File: src/rtl/serial_alu_pkg.sv
package serial_alu_pkg;

    localparam int CODE_W = 4;

    typedef enum logic [2:0] {
        OP_ADD = 3'd0,
        OP_INC = 3'd1,
        OP_SUB = 3'd2,
        OP_DEC = 3'd3,
        OP_AND = 3'd4,
        OP_OR  = 3'd5,
        OP_XOR = 3'd6,
        OP_NOT = 3'd7
    } alu_op_e;

    // An invalid or upper-half code falls back to addition
    function automatic alu_op_e decode_op(input logic valid, input logic [CODE_W-1:0] code);
        if (!valid || code[CODE_W-1]) begin
            return OP_ADD;
        end
        return alu_op_e'(code[2:0]);
    endfunction

endpackage

File: src/rtl/serial_alu_operand.sv
module serial_alu_operand
    import serial_alu_pkg::*;
(
    input  alu_op_e op,
    input  logic    b_bit,
    output logic    b_eff,
    output logic    cin_preset
);
    logic zero_b;
    logic flip_b;

    always_comb begin
        zero_b     = (op == OP_INC) || (op == OP_DEC);
        flip_b     = (op == OP_SUB) || (op == OP_DEC);
        cin_preset = (op == OP_INC) || (op == OP_SUB);
        b_eff      = (zero_b ? 1'b0 : b_bit) ^ flip_b;
    end
endmodule

File: src/rtl/serial_alu_fa.sv
module serial_alu_fa (
    input  logic a,
    input  logic b,
    input  logic cin,
    output logic sum,
    output logic cout
);
    always_comb begin
        sum  = a ^ b ^ cin;
        cout = (a & b) | (cin & (a ^ b));
    end
endmodule

File: src/rtl/serial_alu_outmux.sv
module serial_alu_outmux
    import serial_alu_pkg::*;
(
    input  alu_op_e op,
    input  logic    a,
    input  logic    b,
    input  logic    sum,
    input  logic    cout,
    output logic    res,
    output logic    flag
);
    always_comb begin
        case (op)
            OP_AND:  res = a & b;
            OP_OR:   res = a | b;
            OP_XOR:  res = a ^ b;
            OP_NOT:  res = ~a;
            default: res = sum;
        endcase

        case (op)
            OP_SUB:                         flag = ~cout;
            OP_AND, OP_OR, OP_XOR, OP_NOT:  flag = 1'b0;
            default:                        flag = cout;
        endcase
    end
endmodule

File: src/rtl/serial_alu.sv
module serial_alu
    import serial_alu_pkg::*;
#(
    parameter int WIDTH = 32
) (
    input  logic              clk,
    input  logic              rst_n,
    input  logic              start_i,
    input  logic              op_valid_i,
    input  logic [CODE_W-1:0] op_code_i,
    input  logic              a_bit_i,
    input  logic              b_bit_i,
    output logic              res_bit_o,
    output logic              done_o,
    output logic              carry_o
);
    localparam int CNT_W = (WIDTH > 1) ? $clog2(WIDTH) : 1;
    localparam logic [CNT_W-1:0] LAST_IDX = CNT_W'(WIDTH - 1);

    typedef struct packed {
        logic             busy;
        logic [CNT_W-1:0] cnt;
        alu_op_e          op;
        logic             carry;
        logic             done;
        logic             flag;
    } state_t;

    state_t  state_d, state_q;
    alu_op_e cur_op;
    logic    active;
    logic    last_bit;
    logic    b_eff;
    logic    cin_preset;
    logic    cin;
    logic    sum;
    logic    cout;
    logic    mux_res;
    logic    word_flag;

    always_comb begin
        cur_op   = start_i ? decode_op(op_valid_i, op_code_i) : state_q.op;
        active   = start_i | state_q.busy;
        last_bit = start_i ? (WIDTH == 1) : (state_q.cnt == LAST_IDX);
    end

    serial_alu_operand u_operand (
        .op         (cur_op),
        .b_bit      (b_bit_i),
        .b_eff      (b_eff),
        .cin_preset (cin_preset)
    );

    // The first bit ignores the stored carry
    assign cin = start_i ? cin_preset : state_q.carry;

    serial_alu_fa u_fa (
        .a    (a_bit_i),
        .b    (b_eff),
        .cin  (cin),
        .sum  (sum),
        .cout (cout)
    );

    serial_alu_outmux u_outmux (
        .op   (cur_op),
        .a    (a_bit_i),
        .b    (b_bit_i),
        .sum  (sum),
        .cout (cout),
        .res  (mux_res),
        .flag (word_flag)
    );

    always_comb begin
        state_d      = state_q;
        state_d.done = 1'b0;
        if (active) begin
            state_d.carry = cout;
            state_d.op    = cur_op;
            if (last_bit) begin
                state_d.busy = 1'b0;
                state_d.done = 1'b1;
                state_d.flag = word_flag;
            end else begin
                state_d.busy = 1'b1;
                state_d.cnt  = start_i ? CNT_W'(1) : state_q.cnt + CNT_W'(1);
            end
        end
    end

    always_ff @(posedge clk or negedge rst_n) begin
        if (!rst_n) begin
            state_q <= '0;
        end else begin
            state_q <= state_d;
        end
    end

    assign res_bit_o = active & mux_res;
    assign done_o    = state_q.done;
    assign carry_o   = state_q.flag;

endmodule

File: config.mk
export PLATFORM = sky130hd
export DESIGN_NAME = serial_alu
export DESIGN_NICKNAME = d
export VERILOG_FILES = /design/src/rtl/serial_alu_pkg.sv /design/src/rtl/serial_alu_operand.sv /design/src/rtl/serial_alu_fa.sv /design/src/rtl/serial_alu_outmux.sv /design/src/rtl/serial_alu.sv
export SDC_FILE = /design/constraint.sdc
export NUM_CORES = 1
export LEC_CHECK = 0
export BUFFER_PORTS_ARGS = -buffer_cell sky130_fd_sc_hd__buf_2
export CORE_UTILIZATION = 55
export DETAILED_ROUTE_END_ITERATION = 10
export PLACE_DENSITY = 0.78
export SLEW_MARGIN = 0
export SYNTH_ARGS = -nofsm -noshare
export SYNTH_HDL_FRONTEND = slang
export SYNTH_SLANG_ARGS = --single-unit
export TNS_END_PERCENT = 30
File: constraint.sdc
create_clock -name clk -period 5.9 [get_ports clk]
set_input_delay 1.77 -clock clk [delete_from_list [all_inputs] [get_ports clk]]
set_output_delay 1.77 -clock clk [all_outputs]
set_load 0.1 [all_outputs]
==> metrics.cfg, run 1 <==
[run_status]
outcome=complete, no violations

[critical_path]
crit_slowest_cell=fa_1
path_class=input pin to output pin
worst_setup_path_start_kind=input pin
arrival_ns=3.89
r2r_slack_ns=3.79
crit_chain=buf_2 > nand2b_1 > nand2_1 > mux2_2 > a22o_1 > fa_1 > and3_1 > a41o_1 > buf_12
crit_path_max_incr_delay_ns=0.44
crit_required_ns=4.13
r2r-start=state_q[5]$_DFFE_PN0P_
path_max_fanout=21
reg2reg_depth=7
critPathCaptureType=output pin
rr_endpoint=carry_o$_DFFE_PN0P_
crit_path_start=start_i

[placement]
dp.cells=99
gp_congestion=0.789
portBuffers=12

[floorplan]
die-area_um2=1520
core-area_um2=1190
die_h_um=38.9
die_x_um=38.9
start_util_pct=63.3
rows=12
io_pins=13

[pwr]
peakVddDrop_v=0.000145
p_leak_nw=0.431
p_per_area_nw_per_um2=240
power_uw=204

[global_route]
gr-total-overflow=0
grt_pass1_vias=527
grtUsageTotal_pct=22.6
grt_pass1_wl_um=2180
grt_max_degree=22
antenna_found_initial=0

[finish]
nNetsFinal=105
drive_gt1_share_pct=25.0
stdcell_count=102
area_growth_syn_to_layout_pct=13.3
fin_util_pct=71.7
n_antenna_cell=0
fill_cells=91

[synth]
netlist_instances=75
yosysWarnings=0
synth.area.top_cells=dfrtp_1, ha_1, nand2_1, xor2_1, o21ai_0
yosysSeqAreaShare_pct=40.0
postSynthAreaPerCell_um2=10.0
synth-seq-cells=12
synth_area_um2=751
synthFlopType=dfrtp_1
yosysTopAreaCell=dfrtp_1
synth-edff-count=0
async_flop_share_pct=100
yosysMostFrequentCell=dfrtp_1
syn_nets=90
synth.distinct_cells=32
synth.cells.most_frequent=dfrtp_1, nand2_1, o21ai_0
synth_top_area_share_pct=40.0

[worst_hold_path]
holdPathEnd=state_q[10]$_DFFE_PN0P_
hold_depth=2
min_from=state_q[10]$_DFFE_PN0P_
hp-class=flop to flop

[sta]
hold_viol_final=0
maxSlewHeadroom_pct=68.0
min_period_ns=5.66
finalSetupViolations=0
clock_skew_ns=0.000327
drv_slew=0
hold_slack_ns=0.493
post-route-period-util_pct=96.0
tightest_slew_ns=0.483
rsz0062_at_grt=no
clock.fmax_ghz=0.177
fin_setup_tns_ns=0

[detailed_routing]
routed_wl_um=1370
ant_nets=0
drt_first_pass_iters=4
via_per_inst=5.80
drc_errors=0
dr.first_iter.drc_count=13
wl_per_cell_um=13.4
vias=592

[clocking]
clock-sinks=12
h-tree-depth=1
clk_latency_ns=0.27
path_clk_slew_ns=0.07
cts_hold_buf=0
cts-root-buf=clkbuf_4
cts_tree=done
cts_buffer_depth=2
cts_buffers=3
cts.repair.resized=0
post_cts_buffers=0

[flow_run]
maxCapViolations=0

-- state kept, by name, indices dropped and copies added, names as in the netlist --
register / count
state_q: 10
carry_o: 1
done_o: 1
-- metal layers --
metal / share of wire [%] / track usage [%]
met5: 0 / 0
met4: 1.7 / 10.3
met3: 3.5 / 6.94
met2: 43 / 32.5
met1: 52 / 30.7
-- through the flow --
| stage | instance area (µm²) | worst slack [ns] |
|---|---|---|
| floorplan | 751 | 0.215 |
| global placement | 828 | 0.295 |
| detailed placement | 828 | 0.255 |
| CTS | 851 | 0.252 |
| global route | 851 | 0.107 |
| finish | 851 | 0.237 |
-- cells by family after synthesis --
logic type	after synthesis	synth area share (%)
AOI/OAI and AO/OA	14	14.3
xor gates and xnor gates	4	4.67
and+or+nand+nor	32	24.7
muxes	2	3.00
buffers and inverters	6	4.00
DFF	12	40.0
adders and majority gates	5	9.33
-- layout by cell type, fill, tap and decap left out, drive strengths merged, types with 2 or more instances in the layout --
cell,count
buf,12
nor2b,3
nand3,3
dfrtp,12
clkbuf,3
and2b,2
inv,4
o21ai,5
nand2,8
mux2,2
nand4b,2
nand2b,3
and3,2
xor2,3
nor2,3
ha,4
nand3b,2
-- power by group --
part | switching, mW | leakage [nW] | total, mW | internal, mW
logic | 0.0383 | 0.264 | 0.0634 | 0.0251
clock network | 0.0263 | 0.0138 | 0.0499 | 0.0236
registers | 0.00323 | 0.154 | 0.0906 | 0.0874
total | 0.0678 | 0.431 | 0.204 | 0.136
-- critical path: cells and delay by family --
family	cells	cell delay, ns
AO/OA/AOI/OAI	2	0.47
adder cells (fa/ha/maj)	1	0.44
buffers and inverters	2	0.44
multiplexers	1	0.28
AND/OR/NAND/NOR	3	0.48
-- final cells by class --
class / instances / area, µm² / share of cell area, %
clock buffer: 3 / 22.5 / 2.65
inverter: 4 / 15.0 / 1.76
multi-input combinational: 57 / 420 / 49.4
sequential: 12 / 300 / 35.3
tap: 14 / 17.5 / 2.06
timing repair buffer: 12 / 75.1 / 8.82
-- worst max-delay path by stage --
stage	slack, ns	to
final	0.24	res_bit_o
after global routing	0.11	res_bit_o
after CTS	0.25	res_bit_o
after detailed placement	0.25	res_bit_o
after global placement	0.30	res_bit_o
after floorplan	0.21	res_bit_o
Note: power is estimated with default switching activity, not from simulation.
==> inputs of run 2 (changes only) <==
- CORE_MARGIN: default -> 5
- CORE_UTILIZATION: 55 -> 53
- PLACE_DENSITY: 0.78 -> 0.75
- clock period: 5.9 -> 5.7 ns (I/O delays scaled with it)
==> metrics.cfg, run 2 (same netlist as run 1, synthesis figures left out) <==
[run_status]
outcome=complete, no violations

[placement]
portBuffers=12  ; unchanged
postPlaceCellArea_um2=837  ; +1.1%
hpwlAfterDp_um=1060
gp_congestion=0.871  ; +10%
pre_cts_ws_ns=0.241  ; -0.0139 ns

[pwr]
peakVddDrop_v=0.000162  ; +12%
p_leak_nw=0.436  ; +1.1%
p_per_area_nw_per_um2=243  ; +1.5%

[critical_path]
arrival_ns=3.77  ; -0.12 ns
r2r_slack_ns=3.60  ; -0.19 ns
path_max_fanout=13  ; -38%
r2r-start=state_q[5]$_DFFE_PN0P_
crit_chain=buf_2 > and2b_1 > a31oi_1 > o21ai_0 > a22o_1 > fa_1 > and3_1 > a41o_1 > buf_12
rr_endpoint=carry_o$_DFFE_PN0P_
crit_required_ns=3.99  ; -0.14 ns
reg2reg_depth=7  ; unchanged
crit_path_max_incr_delay_ns=0.44  ; about the same
path_class=input pin to output pin
crit_slowest_cell=fa_1
critPathCaptureType=output pin
worst_setup_path_start_kind=input pin

[sta]
hold_slack_ns=0.476  ; -0.0166 ns
maxSlewHeadroom_pct=67.9  ; -0.15 points
timing.final.ws_setup_ns=0.219  ; -0.0179 ns
finalSetupViolations=0  ; unchanged
clock_skew_ns=0.00488  ; +0.00455 ns
min_period_ns=5.48
post-route-period-util_pct=96.2
clock.fmax_ghz=0.182
tightest_slew_ns=0.485  ; +0.00224 ns
drv_slew=0  ; unchanged
rsz0062_at_grt=no
hold_viol_final=0  ; unchanged
fin_setup_tns_ns=0  ; unchanged

[finish]
area_growth_syn_to_layout_pct=14.5
drive_gt1_share_pct=25.8  ; +0.84 points
fin_util_pct=65.2  ; -6.5 points
stdcell_area_um2=860  ; +1.0%
most-common-layout-cells=dfrtp_1, buf_2, nand2_1
top_register=state_q
nNetsFinal=106  ; +0.95%
multi_input_area_um2=420  ; unchanged
seqCellArea_um2=300  ; unchanged
final_common_cell=dfrtp_1
fill_cells=119  ; +31%
largest_register_ffs=10  ; unchanged
n_antenna_cell=0  ; unchanged

[floorplan]
core-area_um2=1320  ; +11%
io_pins=13  ; unchanged
die_x_um=47.6  ; +22%
rows=13  ; +1
die_h_um=47.6  ; +22%
die-area_um2=2270  ; +50%
start_util_pct=57.0  ; -6.3 points

[detailed_routing]
vias=581  ; -1.9%
dr.first_iter.drc_count=2  ; -11
ant_nets=0  ; unchanged
drc_errors=0  ; unchanged
via_per_inst=5.59  ; -3.7%
drt_first_pass_iters=4  ; unchanged
wl_per_cell_um=13.1  ; -2.1%
routed_wl_um=1370  ; -0.15%

[worst_hold_path]
hold_depth=2  ; unchanged
hp-class=flop to flop
holdPathEnd=state_q[10]$_DFFE_PN0P_
min_from=state_q[10]$_DFFE_PN0P_

[global_route]
antenna_found_initial=0  ; unchanged
grt_pass1_wl_um=2370  ; +8.5%
gr-total-overflow=0  ; unchanged
grt_pass1_vias=570  ; +8.2%
grt_max_degree=14  ; -36%
grtUsageTotal_pct=15.1  ; -7.5 points

[clocking]
cts_buffers=3  ; unchanged
clk_latency_ns=0.27  ; about the same
cts_hold_buf=0  ; unchanged
cts.repair.resized=0  ; unchanged
cts-root-buf=clkbuf_4
clock-sinks=12  ; unchanged
cts_tree=done
cts_buffer_depth=2  ; unchanged
h-tree-depth=1  ; unchanged
post_cts_buffers=0  ; unchanged
path_clk_slew_ns=0.06  ; about the same

[flow_run]
maxCapViolations=0  ; unchanged

## run 2: worst max-delay path, delay by kind of cell
family,cells,cell delay [ns]
compound gates,4,0.88
buf+inv,2,0.38
simple gates,2,0.37
fa+ha+maj,1,0.44
## run 2: layer usage
layer  vias up  part of all wire, %  wire [µm]  GRT usage, %
met5         -                    0          0             0
met4         0                  1.9         26          5.38
met3         4                  6.7         91          7.52
met2        17                   42        575          21.7
met1       268                   49        671          19.6
li1        292                    -          -             -
## run 2: how the worst max path moves through the flow
stage	from	end	slack, ns	cells past startpoint
after floorplan	start_i	res_bit_o	0.13	8
after global placement	start_i	res_bit_o	0.27	9
after detailed placement	start_i	res_bit_o	0.24	9
after CTS	start_i	res_bit_o	0.23	9
after global routing	start_i	res_bit_o	0.1	9
final	start_i	res_bit_o	0.22	9
## run 2: report_power, final
part	internal [mW]	total, mW	switching, mW
Combinational	0.0263	0.0655	0.0393
Clock	0.0244	0.0496	0.0252
Sequential	0.0905	0.0940	0.00348
Total	0.141	0.209	0.0679
## run 2: final cells by class
class,count,share of cell area [%]
timing repair buffer,13,9.61
inverter,4,1.75
clock buffer,3,2.62
sequential,12,34.9
multi-input combinational,57,48.9
tap,15,2.18
## run 2: per-stage QoR
stage               power (mW)  cells
global placement         0.161    101
finish                   0.209    104
floorplan                0.140     75
CTS                      0.212    104
detailed placement       0.161    101
global route             0.221    104
==> inputs of run 3 (changes only) <==
- SETUP_SLACK_MARGIN: default -> 0.3
==> metrics.cfg, run 3 (same netlist as run 1, synthesis figures left out) <==
[run_status]
outcome=complete, no violations

[critical_path]
critPathCaptureType=output pin
crit_slowest_cell=fa_1
path_max_fanout=13  ; unchanged
worst_setup_path_start_kind=input pin
crit_path_max_incr_delay_ns=0.44  ; about the same
path_class=input pin to output pin
arrival_ns=3.63  ; -0.14 ns
crit_chain=buf_6 > and2b_1 > a31oi_4 > mux2_2 > a22o_1 > fa_1 > and3_1 > a41o_2 > buf_12
crit_required_ns=3.99  ; about the same
crit_path_start=start_i
r2r-start=state_q[3]$_DFFE_PN0P_

[placement]
postPlaceCellArea_um2=838  ; +0.15%
portBuffers=12  ; unchanged
dp.cells=101  ; unchanged
gp_congestion=0.747  ; -14%
hpwlAfterDp_um=1110  ; +4.5%
pre_cts_ws_ns=0.172  ; -0.0685 ns

[floorplan]
die_h_um=47.6  ; unchanged
io_pins=13  ; unchanged
start_util_pct=57.0  ; unchanged
core-area_um2=1320  ; unchanged
die_x_um=47.6  ; unchanged
die-area_um2=2270  ; unchanged
rows=13  ; unchanged

[finish]
final_common_cell=dfrtp_1
nNetsFinal=107  ; +0.94%
top_register=state_q
largest_register_ffs=10  ; unchanged
drive_gt1_share_pct=33.0  ; +7.1 points
area_growth_syn_to_layout_pct=22.7
fin_util_pct=69.9  ; +4.7 points
n_antenna_cell=0  ; unchanged
stdcell_area_um2=921  ; +7.1%
most-common-layout-cells=dfrtp_1, buf_2, nand2_1
fill_cells=100  ; -16%
stdcell_count=106  ; +1.9%
multi_input_area_um2=454  ; +8.0%
seqCellArea_um2=300  ; unchanged

[global_route]
grt_pass1_wl_um=2390  ; +0.89%
gr-total-overflow=0  ; unchanged
grtUsageTotal_pct=15.7  ; +0.58 points
antenna_found_initial=0  ; unchanged
grt_pass1_vias=531  ; -6.8%
grt_max_degree=14  ; unchanged

[pwr]
peakVddDrop_v=0.000177  ; +9.0%
p_per_area_nw_per_um2=251  ; +3.2%
p_leak_nw=0.460  ; +5.6%
power_uw=231  ; +11%

[sta]
min_period_ns=5.34  ; -0.138 ns
maxSlewHeadroom_pct=67.9  ; about the same
clock.fmax_ghz=0.187  ; +2.6%
clock_skew_ns=0.00397  ; -0.000911 ns
drv_slew=0  ; unchanged
hold_slack_ns=0.471  ; -0.00552 ns
timing.final.ws_setup_ns=0.357  ; +0.138 ns
fin_setup_tns_ns=0  ; unchanged
finalSetupViolations=0  ; unchanged
tightest_slew_ns=0.485  ; -0.000366 ns
rsz0062_at_grt=no
post-route-period-util_pct=93.7  ; -2.4 points
hold_viol_final=0  ; unchanged

[detailed_routing]
drc_errors=0  ; unchanged
vias=602  ; +3.6%
drt_first_pass_iters=4  ; unchanged
ant_nets=0  ; unchanged
via_per_inst=5.68  ; +1.7%
routed_wl_um=1500  ; +9.7%
dr.first_iter.drc_count=6  ; +4
wl_per_cell_um=14.1  ; +7.6%

[clocking]
h-tree-depth=1  ; unchanged
clk_latency_ns=0.27  ; about the same
cts_tree=done
cts_buffers=3  ; unchanged
cts_buffer_depth=2  ; unchanged
cts-root-buf=clkbuf_4
path_clk_slew_ns=0.07  ; about the same
clock-sinks=12  ; unchanged
cts_hold_buf=0  ; unchanged

[worst_hold_path]
min_from=state_q[5]$_DFFE_PN0P_
hp-class=flop to flop

[flow_run]
maxCapViolations=0  ; unchanged

## run 3: final timing paths
kind | to | slack [ns] | cells after the start
max in group asynchronous | state_q[10]$_DFFE_PN0P_ | 4.19 | 1
worst max register to register | carry_o$_DFFE_PN0P_ | 3.72 | 7
worst min-delay path | carry_o$_DFFE_PN0P_ | 0.47 | 1
min in group asynchronous | state_q[7]$_DFFE_PN0P_ | 1.29 | 1
worst max-delay path | res_bit_o | 0.36 | 9
worst min register to register | carry_o$_DFFE_PN0P_ | 0.47 | 1
## run 3: area by class of cell
type,instances,share of cell area [%]
tap,15,2.04
inverter,4,1.63
multi-input combinational,57,49.3
timing repair buffer,14,10.5
sequential,12,32.6
clock buffer,4,3.94
## run 3: critical path: cells and delay by family
kind / cells / cell delay [ns]
compound gates: 3 / 0.53
fa+ha+maj: 1 / 0.44
simple gates: 2 / 0.38
buf+inv: 2 / 0.30
mux: 1 / 0.28
## run 3: what timing repair did
| action | in CTS | in global routing |
|---|---|---|
| pin swaps | 0 | 1 |
| buffers inserted | 0 | 1 |
| resized for setup | 4 | 4 |
| setup endpoints to repair | 1 | 1 |
## run 3: per-layer routing
layer	share of wire (%)	vias to the layer above	global-route usage, %
met3	5.0	2	6.02
li1	-	301	-
met2	45	12	21.9
met5	0	-	0
met1	49	287	21.6
met4	1.0	0	6.45
## run 3: power by group
part           leakage [nW]  switching, mW  total, mW  internal [mW]
clock                0.0210         0.0283     0.0671         0.0389
sequential            0.154        0.00402     0.0945         0.0905
combinational         0.286         0.0409     0.0697         0.0288
